<file path="src/rtl/evo_pkg.sv">
package evo_pkg;

    typedef enum logic [1:0] {
        ACT_KEEP   = 2'd0,
        ACT_HIGH   = 2'd1,
        ACT_LOW    = 2'd2,
        ACT_INVERT = 2'd3
    } tie_act_e;

    typedef enum logic [1:0] {
        RGN_SET_MASK = 2'd0,
        RGN_CLR_MASK = 2'd1,
        RGN_TIE_WORD = 2'd2,
        RGN_UNUSED   = 2'd3
    } region_e;

    typedef enum logic [1:0] {
        CMD_HOLD,
        CMD_SET,
        CMD_CLEAR,
        CMD_TOGGLE
    } cmd_e;

    typedef enum logic {
        LVL_LOW  = 1'b0,
        LVL_HIGH = 1'b1
    } lvl_e;

endpackage

</file>
<file path="src/rtl/evo_regfile.sv">
module evo_regfile
    import evo_pkg::*;
#(
    parameter int N_OUT  = 16,
    parameter int N_EV   = 16,
    parameter int IDX_W  = 4,
    parameter int ADDR_W = 6,
    parameter int DATA_W = 32
) (
    input  logic                    clk,
    input  logic                    rst_n,
    input  logic                    wr_en,
    input  logic [ADDR_W-1:0]       wr_addr,
    input  logic [DATA_W-1:0]       wr_data,
    output logic [N_OUT*N_EV-1:0]   set_flat,
    output logic [N_OUT*N_EV-1:0]   clr_flat,
    output logic [2*N_OUT-1:0]      tie_word
);

    region_e          rgn;
    logic [IDX_W-1:0] idx;

    assign rgn = region_e'(wr_addr[ADDR_W-1 -: 2]);
    assign idx = wr_addr[IDX_W-1:0];

    for (genvar i = 0; i < N_OUT; i++) begin : g_mask
        logic [N_EV-1:0] set_q;
        logic [N_EV-1:0] clr_q;
        logic            hit_idx;

        assign hit_idx = wr_en && (idx == IDX_W'(i));

        always_ff @(posedge clk or negedge rst_n) begin
            if (!rst_n) begin
                set_q <= '0;
            end else if (hit_idx && rgn == RGN_SET_MASK) begin
                set_q <= wr_data[N_EV-1:0];
            end
        end

        always_ff @(posedge clk or negedge rst_n) begin
            if (!rst_n) begin
                clr_q <= '0;
            end else if (hit_idx && rgn == RGN_CLR_MASK) begin
                clr_q <= wr_data[N_EV-1:0];
            end
        end

        assign set_flat[i*N_EV +: N_EV] = set_q;
        assign clr_flat[i*N_EV +: N_EV] = clr_q;
    end

    logic [2*N_OUT-1:0] tie_q;

    always_ff @(posedge clk or negedge rst_n) begin
        if (!rst_n) begin
            tie_q <= '0;
        end else if (wr_en && rgn == RGN_TIE_WORD) begin
            tie_q <= wr_data[2*N_OUT-1:0];
        end
    end

    assign tie_word = tie_q;

    AST_UNUSED_REGION_INERT: assert property (@(posedge clk) disable iff (!rst_n)
        (wr_en && rgn == RGN_UNUSED) |=> ($stable(tie_q) && $stable(set_flat) && $stable(clr_flat)))
        else $error("write to unused region changed state");

    AST_TIE_WRITE_LANDS: assert property (@(posedge clk) disable iff (!rst_n)
        (wr_en && rgn == RGN_TIE_WORD) |=> (tie_q == $past(wr_data[2*N_OUT-1:0])))
        else $error("tie word write lost");

endmodule

</file>
<file path="src/rtl/evo_chan.sv">
module evo_chan
    import evo_pkg::*;
#(
    parameter int N_EV = 16
) (
    input  logic            clk,
    input  logic            rst_n,
    input  logic [N_EV-1:0] set_mask,
    input  logic [N_EV-1:0] clr_mask,
    input  logic [1:0]      tie_field,
    input  logic [N_EV-1:0] ev_strobe,
    output logic            level
);

    logic     hit_set;
    logic     hit_clr;
    tie_act_e tie_act;
    cmd_e     cmd;
    lvl_e     lvl_q;
    lvl_e     lvl_d;

    assign hit_set = |(ev_strobe & set_mask);
    assign hit_clr = |(ev_strobe & clr_mask);
    assign tie_act = tie_act_e'(tie_field);

    // Command for this cycle: the tie action only matters on a collision
    always_comb begin
        cmd = CMD_HOLD;
        if (hit_set && hit_clr) begin
            unique case (tie_act)
                ACT_KEEP:   cmd = CMD_HOLD;
                ACT_HIGH:   cmd = CMD_SET;
                ACT_LOW:    cmd = CMD_CLEAR;
                ACT_INVERT: cmd = CMD_TOGGLE;
            endcase
        end else if (hit_set) begin
            cmd = CMD_SET;
        end else if (hit_clr) begin
            cmd = CMD_CLEAR;
        end
    end

    // Next-state: RAISE, DROP or HOLD
    always_comb begin
        lvl_d = lvl_q;
        unique case (lvl_q)
            LVL_LOW: begin
                if (cmd == CMD_SET || cmd == CMD_TOGGLE) lvl_d = LVL_HIGH;
            end
            LVL_HIGH: begin
                if (cmd == CMD_CLEAR || cmd == CMD_TOGGLE) lvl_d = LVL_LOW;
            end
        endcase
    end

    always_ff @(posedge clk or negedge rst_n) begin
        if (!rst_n) begin
            lvl_q <= LVL_LOW;
        end else begin
            lvl_q <= lvl_d;
        end
    end

    always_comb begin
        unique case (lvl_q)
            LVL_LOW:  level = 1'b0;
            LVL_HIGH: level = 1'b1;
        endcase
    end

    AST_SET_ONLY_RAISES: assert property (@(posedge clk) disable iff (!rst_n)
        (hit_set && !hit_clr) |=> level)
        else $error("set-only strobe did not raise output");

    AST_CLR_ONLY_DROPS: assert property (@(posedge clk) disable iff (!rst_n)
        (hit_clr && !hit_set) |=> !level)
        else $error("clear-only strobe did not drop output");

    AST_IDLE_HOLDS: assert property (@(posedge clk) disable iff (!rst_n)
        (!hit_set && !hit_clr) |=> $stable(level))
        else $error("output moved without a strobe");

    AST_TIE_INVERTS: assert property (@(posedge clk) disable iff (!rst_n)
        (hit_set && hit_clr && tie_field == 2'd3) |=> (level != $past(level)))
        else $error("invert action did not flip output");

    AST_DISABLED_HOLDS: assert property (@(posedge clk) disable iff (!rst_n)
        (set_mask == '0 && clr_mask == '0) |=> $stable(level))
        else $error("disabled output changed");

endmodule

</file>
<file path="src/rtl/evo_setclr_unit.sv">
module evo_setclr_unit
    import evo_pkg::*;
#(
    parameter int N_OUT = 16,
    parameter int N_EV  = 16,
    localparam int IDX_W  = (N_OUT > 1) ? $clog2(N_OUT) : 1,
    localparam int ADDR_W = IDX_W + 2,
    localparam int DATA_W = (2*N_OUT > N_EV) ? 2*N_OUT : N_EV
) (
    input  logic              clk,
    input  logic              rst_n,
    input  logic              wr_en,
    input  logic [ADDR_W-1:0] wr_addr,
    input  logic [DATA_W-1:0] wr_data,
    input  logic [N_EV-1:0]   ev_strobe,
    output logic [N_OUT-1:0]  pwm_out
);

    logic [N_OUT*N_EV-1:0] set_flat;
    logic [N_OUT*N_EV-1:0] clr_flat;
    logic [2*N_OUT-1:0]    tie_word;

    evo_regfile #(
        .N_OUT  (N_OUT),
        .N_EV   (N_EV),
        .IDX_W  (IDX_W),
        .ADDR_W (ADDR_W),
        .DATA_W (DATA_W)
    ) u_regs (
        .clk      (clk),
        .rst_n    (rst_n),
        .wr_en    (wr_en),
        .wr_addr  (wr_addr),
        .wr_data  (wr_data),
        .set_flat (set_flat),
        .clr_flat (clr_flat),
        .tie_word (tie_word)
    );

    for (genvar i = 0; i < N_OUT; i++) begin : g_chan
        evo_chan #(
            .N_EV (N_EV)
        ) u_chan (
            .clk       (clk),
            .rst_n     (rst_n),
            .set_mask  (set_flat[i*N_EV +: N_EV]),
            .clr_mask  (clr_flat[i*N_EV +: N_EV]),
            .tie_field (tie_word[2*i +: 2]),
            .ev_strobe (ev_strobe),
            .level     (pwm_out[i])
        );
    end

endmodule

</file>
<file path="config.mk">
export PLATFORM = sky130hd
export DESIGN_NAME = evo_setclr_unit
export DESIGN_NICKNAME = d
export VERILOG_FILES = /design/src/rtl/evo_pkg.sv /design/src/rtl/evo_regfile.sv /design/src/rtl/evo_chan.sv /design/src/rtl/evo_setclr_unit.sv
export SDC_FILE = /design/constraint.sdc
export NUM_CORES = 1
export LEC_CHECK = 0
export CORE_ASPECT_RATIO = 1.4
export CORE_MARGIN = 3
export CORE_UTILIZATION = 45
export CTS_CLUSTER_SIZE = 40
export DETAILED_ROUTE_END_ITERATION = 8
export PLACE_DENSITY_LB_ADDON = 0.3
export SLEW_MARGIN = 20
export SYNTH_ARGS = -nofsm -noshare
export SYNTH_HDL_FRONTEND = slang
export SYNTH_SLANG_ARGS = --single-unit
</file>
<file path="constraint.sdc">
create_clock -name clk -period 1.2 [get_ports clk]
set_input_delay 0.24 -clock clk [delete_from_list [all_inputs] [get_ports clk]]
set_output_delay 0.24 -clock clk [all_outputs]
set_load 0.01 [all_outputs]
</file>
## Word level (Yosys, flattened, before mapping)

Cells that the tools add are included.

- Equal/unequal tests: 113
- Bitwise logic cells: 48
- Reduce and logical (&&, ||, !) cells: 147
- Multiplexer cells: 128

Operators by type and width:

| kind | count |
|---|---|
| $and A16 B16 Y16 | 32 |
| $reduce_or A16 Y1 | 32 |
| $eq A2 B2 Y1 const B | 65 |
| $pmux W2 S4 | 16 |
| $mux W2 | 48 |
| $eq A2 B1 Y1 const B | 33 |
| $logic_and A1 B1 Y1 | 65 |
| $pmux W1 S2 | 32 |
| $logic_not A2 Y1 | 17 |
| $eq A4 B4 Y1 const B | 8 |
| $logic_or A1 B1 Y1 | 32 |
| $mux W1 | 32 |
| $eq A4 B3 Y1 const B | 4 |
| $not A1 Y1 | 16 |
| $eq A4 B2 Y1 const B | 2 |
| $eq A4 B1 Y1 const B | 1 |
| $logic_not A4 Y1 | 1 |

- Output and inout bits: 16
- Word-level logic and storage cells: 485
- Register bits after elaboration: 560

## Longest topological paths before layout

- Word-level depth: 9
- Gate-level depth with buffers: 8
- Mapped depth without buffers: 5

## Cells and area by module

From an unflattened synthesis, not the netlist that was laid out.

- Cells, all modules: 1614
- Area, all modules: 24204.5 µm²

Modules (own cells, without submodules):

| module | area each (µm²) | cells each | times used |
|---|---|---|---|
| evo_regfile | 20561.0 | 1230 | 1 |
| evo_chan | 227.7 | 24 | 16 |

## Worst setup path before layout

OpenSTA, ideal clock, no wires.

- Kind: in2reg
- Start point: input wr_addr[0]
- End point: register u_regs.g_mask[13].clr_q[10]
- Buffers on the path: 4
- Stages on the path: 8
- Setup time: 125 ps
- Data arrival time: 1644 ps
- Path slack: -569 ps
- Path through: buf_2 > nor2b_1 > and2_1 > buf_2 > nor2b_1 > buf_2 > buf_4 > mux2_2

- Longest elaborated chain between the ends: 3

Ends and longest elaborated chain:

| item | line | text |
|---|---|---|
| start: declaration | evo_setclr_unit.sv:13 | `input logic [ADDR_W-1:0] wr_addr,` |
| $eq A4 B4 Y1 | evo_regfile.sv:31 | `assign hit_idx = wr_en && (idx == IDX_W'(i));` |
| $logic_and A1 B1 Y1 | evo_regfile.sv:31 |  |
| $logic_and A1 B1 Y1 | evo_regfile.sv:44 | `end else if (hit_idx && rgn == RGN_CLR_MASK) begin` |
| end signal: assignment | evo_regfile.sv:45 | `clr_q <= wr_data[N_EV-1:0];` |
| end: declaration | evo_regfile.sv:28 | `logic [N_EV-1:0] clr_q;` |

Every way passes these cells.
A chain may end at the register's enable or synchronous reset.

## Worst setup path after layout

- Start point: register u_regs.g_mask[3].set_q[0]
- End point: register g_chan[3].u_chan.lvl_q

- Longest elaborated chain between the ends: 8
- Elaborated cells on any way between the ends: 13
- Classes of those cells: eq/ne: 3; mux: 5; bitwise: 1; reduce/logical: 4

Ends and longest elaborated chain:

| item | line | text |
|---|---|---|
| start: declaration | evo_regfile.sv:27 | `logic [N_EV-1:0] set_q;` |
| start signal: assignment | evo_regfile.sv:37 | `set_q <= wr_data[N_EV-1:0];` |
| $and A16 B16 Y16 (*) | evo_chan.sv:22 | `assign hit_set = \|(ev_strobe & set_mask);` |
| $reduce_or A16 Y1 (*) | evo_chan.sv:22 |  |
| $mux W2 or $logic_and A1 B1 Y1 (tied branches) | evo_chan.sv:36, evo_chan.sv:29 |  |
| $mux W2 (*) | evo_chan.sv:29 | `if (hit_set && hit_clr) begin` |
| $eq A2 B2 Y1 (tied with other cells) | evo_chan.sv:51 | `if (cmd == CMD_CLEAR \|\| cmd == CMD_TOGGLE) lvl_d = LVL_LOW;` |
| $logic_or A1 B1 Y1 (on tied branches) | evo_chan.sv:51, evo_chan.sv:48 |  |
| $mux W1 (on tied branches) | evo_chan.sv:51, evo_chan.sv:48 |  |
| $pmux W1 S2 (*) | evo_chan.sv:46 | `unique case (lvl_q)` |
| via g_chan[3].u_chan.lvl_d | evo_chan.sv:20 | `lvl_e lvl_d;` |
| end signal: assignment | evo_chan.sv:60 | `lvl_q <= lvl_d;` |
| end: declaration | evo_chan.sv:19 | `lvl_e lvl_q;` |

Mark *: on every way through the listed nets, which the timed path passes. The rest lies on a longest branch.

==> run metrics <==
syn nets 1,744; Crit path required time 1.67 ns; Syn-to-layout area delta 31.3%; CP most frequent cell a21oi_2; element type at the critical path start flop; routed vias 16.1k; final net count 1,989; Hold Crit Depth 2; clock period minus worst slack 1.51 ns; total number of yosys warnings 0; post-synthesis mux area share 0.255; R2R Setup Slk -0.31 ns; adder-cell share of the synthesized area 0; Max Fclk 0.664 GHz; failing checks setup timing; I/O pins 73; RR Startpoint u_regs.g_mask[3].set_q[0]; largest family of logic cells by synthesized area multiplexers; Starting DRT DRC Count 1,095; die area 56,300 um^2; final std cells w/o fill 2,675; TritonCTS Sinks 560; Power per Cell Area 1610 nW/um^2; simple-gate share of the synthesized area 0.0259; Cell Area, Placed 28,800 um^2; Max stage delay on crit path 0.38 ns; gr usage total 0.262; grt total ovfl 0; row count 99; worst-margin pin slew 0.622 ns; H-tree lvl count 2; DR pass1 iterations 5; Crit-path slowest cell dfrtp_1; layout cells sized above 1 0.582; initial core utilization 0.458; Final Hold Fails 0; Seq/Total Area, Yosys 0.583; crit-path cells a22o_1, a221oi_2, nand4_1, a21oi_2, a21oi_2; Worst Min Path Start wr_data[15]; first-pass GRT wire length 112 mm; Final Util 0.601; final hold slack 0.101 ns; Worst-Skew Late Latency 0.59 ns; final setup margin -0.307 ns; RSZ-0062 raised after global routing true; critical setup path kind reg -> reg; cells on worst reg2reg path 5; Compound-Gate Fraction of Synth Area 0.103; mean post-synth cell area 14.2 um^2; TritonCTS clock tree yes; drc violations 0; Post-Synth XOR/XNOR Area 0; status complete, but fails checks; Syn Inst Count 1,687; Yosys reg bits 560; Core Area 52,500 um^2; Relative slew margins 0.585; Max Cap Viol 0; Routed Antenna Nets 0; routability cong. 0.793; Placed Cells 2,545; r2r endpoint g_chan[3].u_chan.lvl_q; Inserted Diodes 0; port buffer count 72; Clock Tree Buf Depth 3; cell area after synthesis 24,000 um^2; Hold EP u_regs.g_mask[6].set_q[15]; Arr. time, crit path 1.97 ns; Max Transition Viols Final 0; final setup skew 0.0182 ns; half-perimeter wire length after detailed placement 45.4 mm; HP Class in -> reg; CTS Buf Count 53; Tcrit/Tclk final 1.26; Die Ht 279 um; number of library cell types mapped by synthesis 29; Die X 201 um; vias per std cell 6.01; Pleak 15.0 nW; vias in the first global route 17.7k; Final TNS setup -15.44 ns; initial antenna violation count 0; CP Max Fanout 2; Routed WL 73.9 mm; Crit. End Element flop; Clock Tree Root clkbuf_16; clock slew at reported path FFs 0.06 ns; largest net degree at the start of global routing 66; post-DR wirelength/cell 27.6 um; peak supply drop 0.00120 V; Final Instance Area 31,600 um^2; endpoints failing setup 96
-- sequential cells by signal (all words and copies together) (netlist names) --
register,cells
g_chan.u_chan.lvl_q,16
u_regs.tie_word,32
u_regs.g_mask.clr_q,256
u_regs.g_mask.set_q,256
-- power breakdown --
group / total, mW / internal, mW / leakage, nW / switching, mW
Clock: 16.5 / 9.36 / 0.818 / 7.14
Combinational: 10.7 / 6.09 / 6.85 / 4.64
Sequential: 23.5 / 21.7 / 7.37 / 1.80
-- cell type report --
class                      instances  area (um^2)
inverter                          16         60.1
tap                              707          885
fill                            4048        21000
clock inverter                     8         97.6
clock buffer                      83         1570
sequential                       560        14000
multi-input combinational        953        11200
timing repair buffer             348         3760
-- critical path, delay by kind of cell, from the launching register on --
kind	cells	cell delay (ns)
compound gates	4	0.75
flops	1	0.38
simple gates	1	0.28
-- logic make-up after synthesis --
| family | after synthesis |
|---|---|
| DFF | 560 |
| muxes | 544 |
| AOI/OAI and AO/OA | 304 |
| buffers and inverters | 174 |
| and+or+nand+nor | 105 |
-- synth_stat cells --
master	instances	share of area
dfrtp_1	560	0.58
mux2_2	544	0.25
a221oi_1	128	0.047
a22o_1	128	0.047
clkbuf_1	95	0.015
nand2_1	38	0.0059
a21oi_1	32	0.0067
buf_2	32	0.0067
buf_4	23	0.0072
and4_1	16	0.0058
inv_1	16	0.0025
nand4_1	16	0.0042
o21ai_0	16	0.0033
nor2b_1	8	0.0021
buf_1	6	0.00094
nand2_2	4	0.0010
nand2b_1	4	0.0010
and2_1	3	0.00078
nor2_1	3	0.00047
nor3_1	3	0.00062
buf_6	2	0.00094
nand3_1	2	0.00042
nor3_4	2	0.0014
and3_1	1	0.00026
nand3_2	1	0.00042
nand3b_1	1	0.00031
nor2_2	1	0.00026
nor2_4	1	0.00047
or4_4	1	0.00047
-- how the worst max path moves through the flow --
stage,startpoint,to,slack [ns],depth (start not counted)
2_1_floorplan,wr_addr[4],u_regs.g_mask[0].set_q[14],-0.53,5
3_3_place_gp,wr_en,u_regs.g_mask[2].set_q[5],-0.98,6
3_5_place_dp,wr_en,u_regs.g_mask[2].set_q[8],-0.99,6
4_1_cts,g_chan[4].u_chan.lvl_q,pwm_out[4],-0.26,1
5_1_grt,u_regs.g_mask[3].set_q[0],g_chan[3].u_chan.lvl_q,-0.36,5
6_report,u_regs.g_mask[3].set_q[0],g_chan[3].u_chan.lvl_q,-0.31,5
-- placed cells by master (no fill, tap or decap), types with 2 or more instances in the layout --
cell type and n:
a21oi_1 17, a21oi_2 14, a221oi_1 13, a221oi_2 115, a22o_1 128, and2_4 3
and4_1 6, and4_4 10, buf_12 84, buf_2 42, buf_4 178, buf_6 18
bufinv_16 2, clkbuf_1 19, clkbuf_16 58, clkbuf_8 9, clkdlybuf4s15_2 2, clkdlybuf4s50_1 16
clkinv_2 4, dfrtp_1 558, dfrtp_2 2, inv_1 16, inv_6 2, mux2_2 351
mux2_4 193, nand2_1 17, nand2_2 9, nand2_4 5, nand2_8 11, nand2b_4 4
nand4_1 16, nor2_4 5, nor2b_4 7, nor3_4 5, o21ai_1 12, o21ai_2 4
-- routing by layer --
layer  track usage  share of wire  vias up
met5             0              0        -
met4        0.0934          0.038        0
met3        0.0348          0.043      156
met2         0.457           0.50      468
met1         0.337           0.42     8631
li1              -              -     6826
-- metrics by stage --
stage / worst slack [ns] / power (mW)
6_report: -0.307 / 50.7
5_1_grt: -0.363 / 52.8
4_1_cts: -0.261 / 50.5
3_5_place_dp: -0.989 / 33.2
3_3_place_gp: -0.983 / 32.7
2_1_floorplan: -0.530 / 29.1
-- repair_timing --
action	CTS	global route
resized for setup	222	42
hold buffers	1	0
endpoints found under the setup margin	576	143
pin swaps	78	47
cloned	4	1
buffers inserted	21	15
hold endpoints to repair	365	0
No activity file was read; power rests on OpenSTA's default activity.
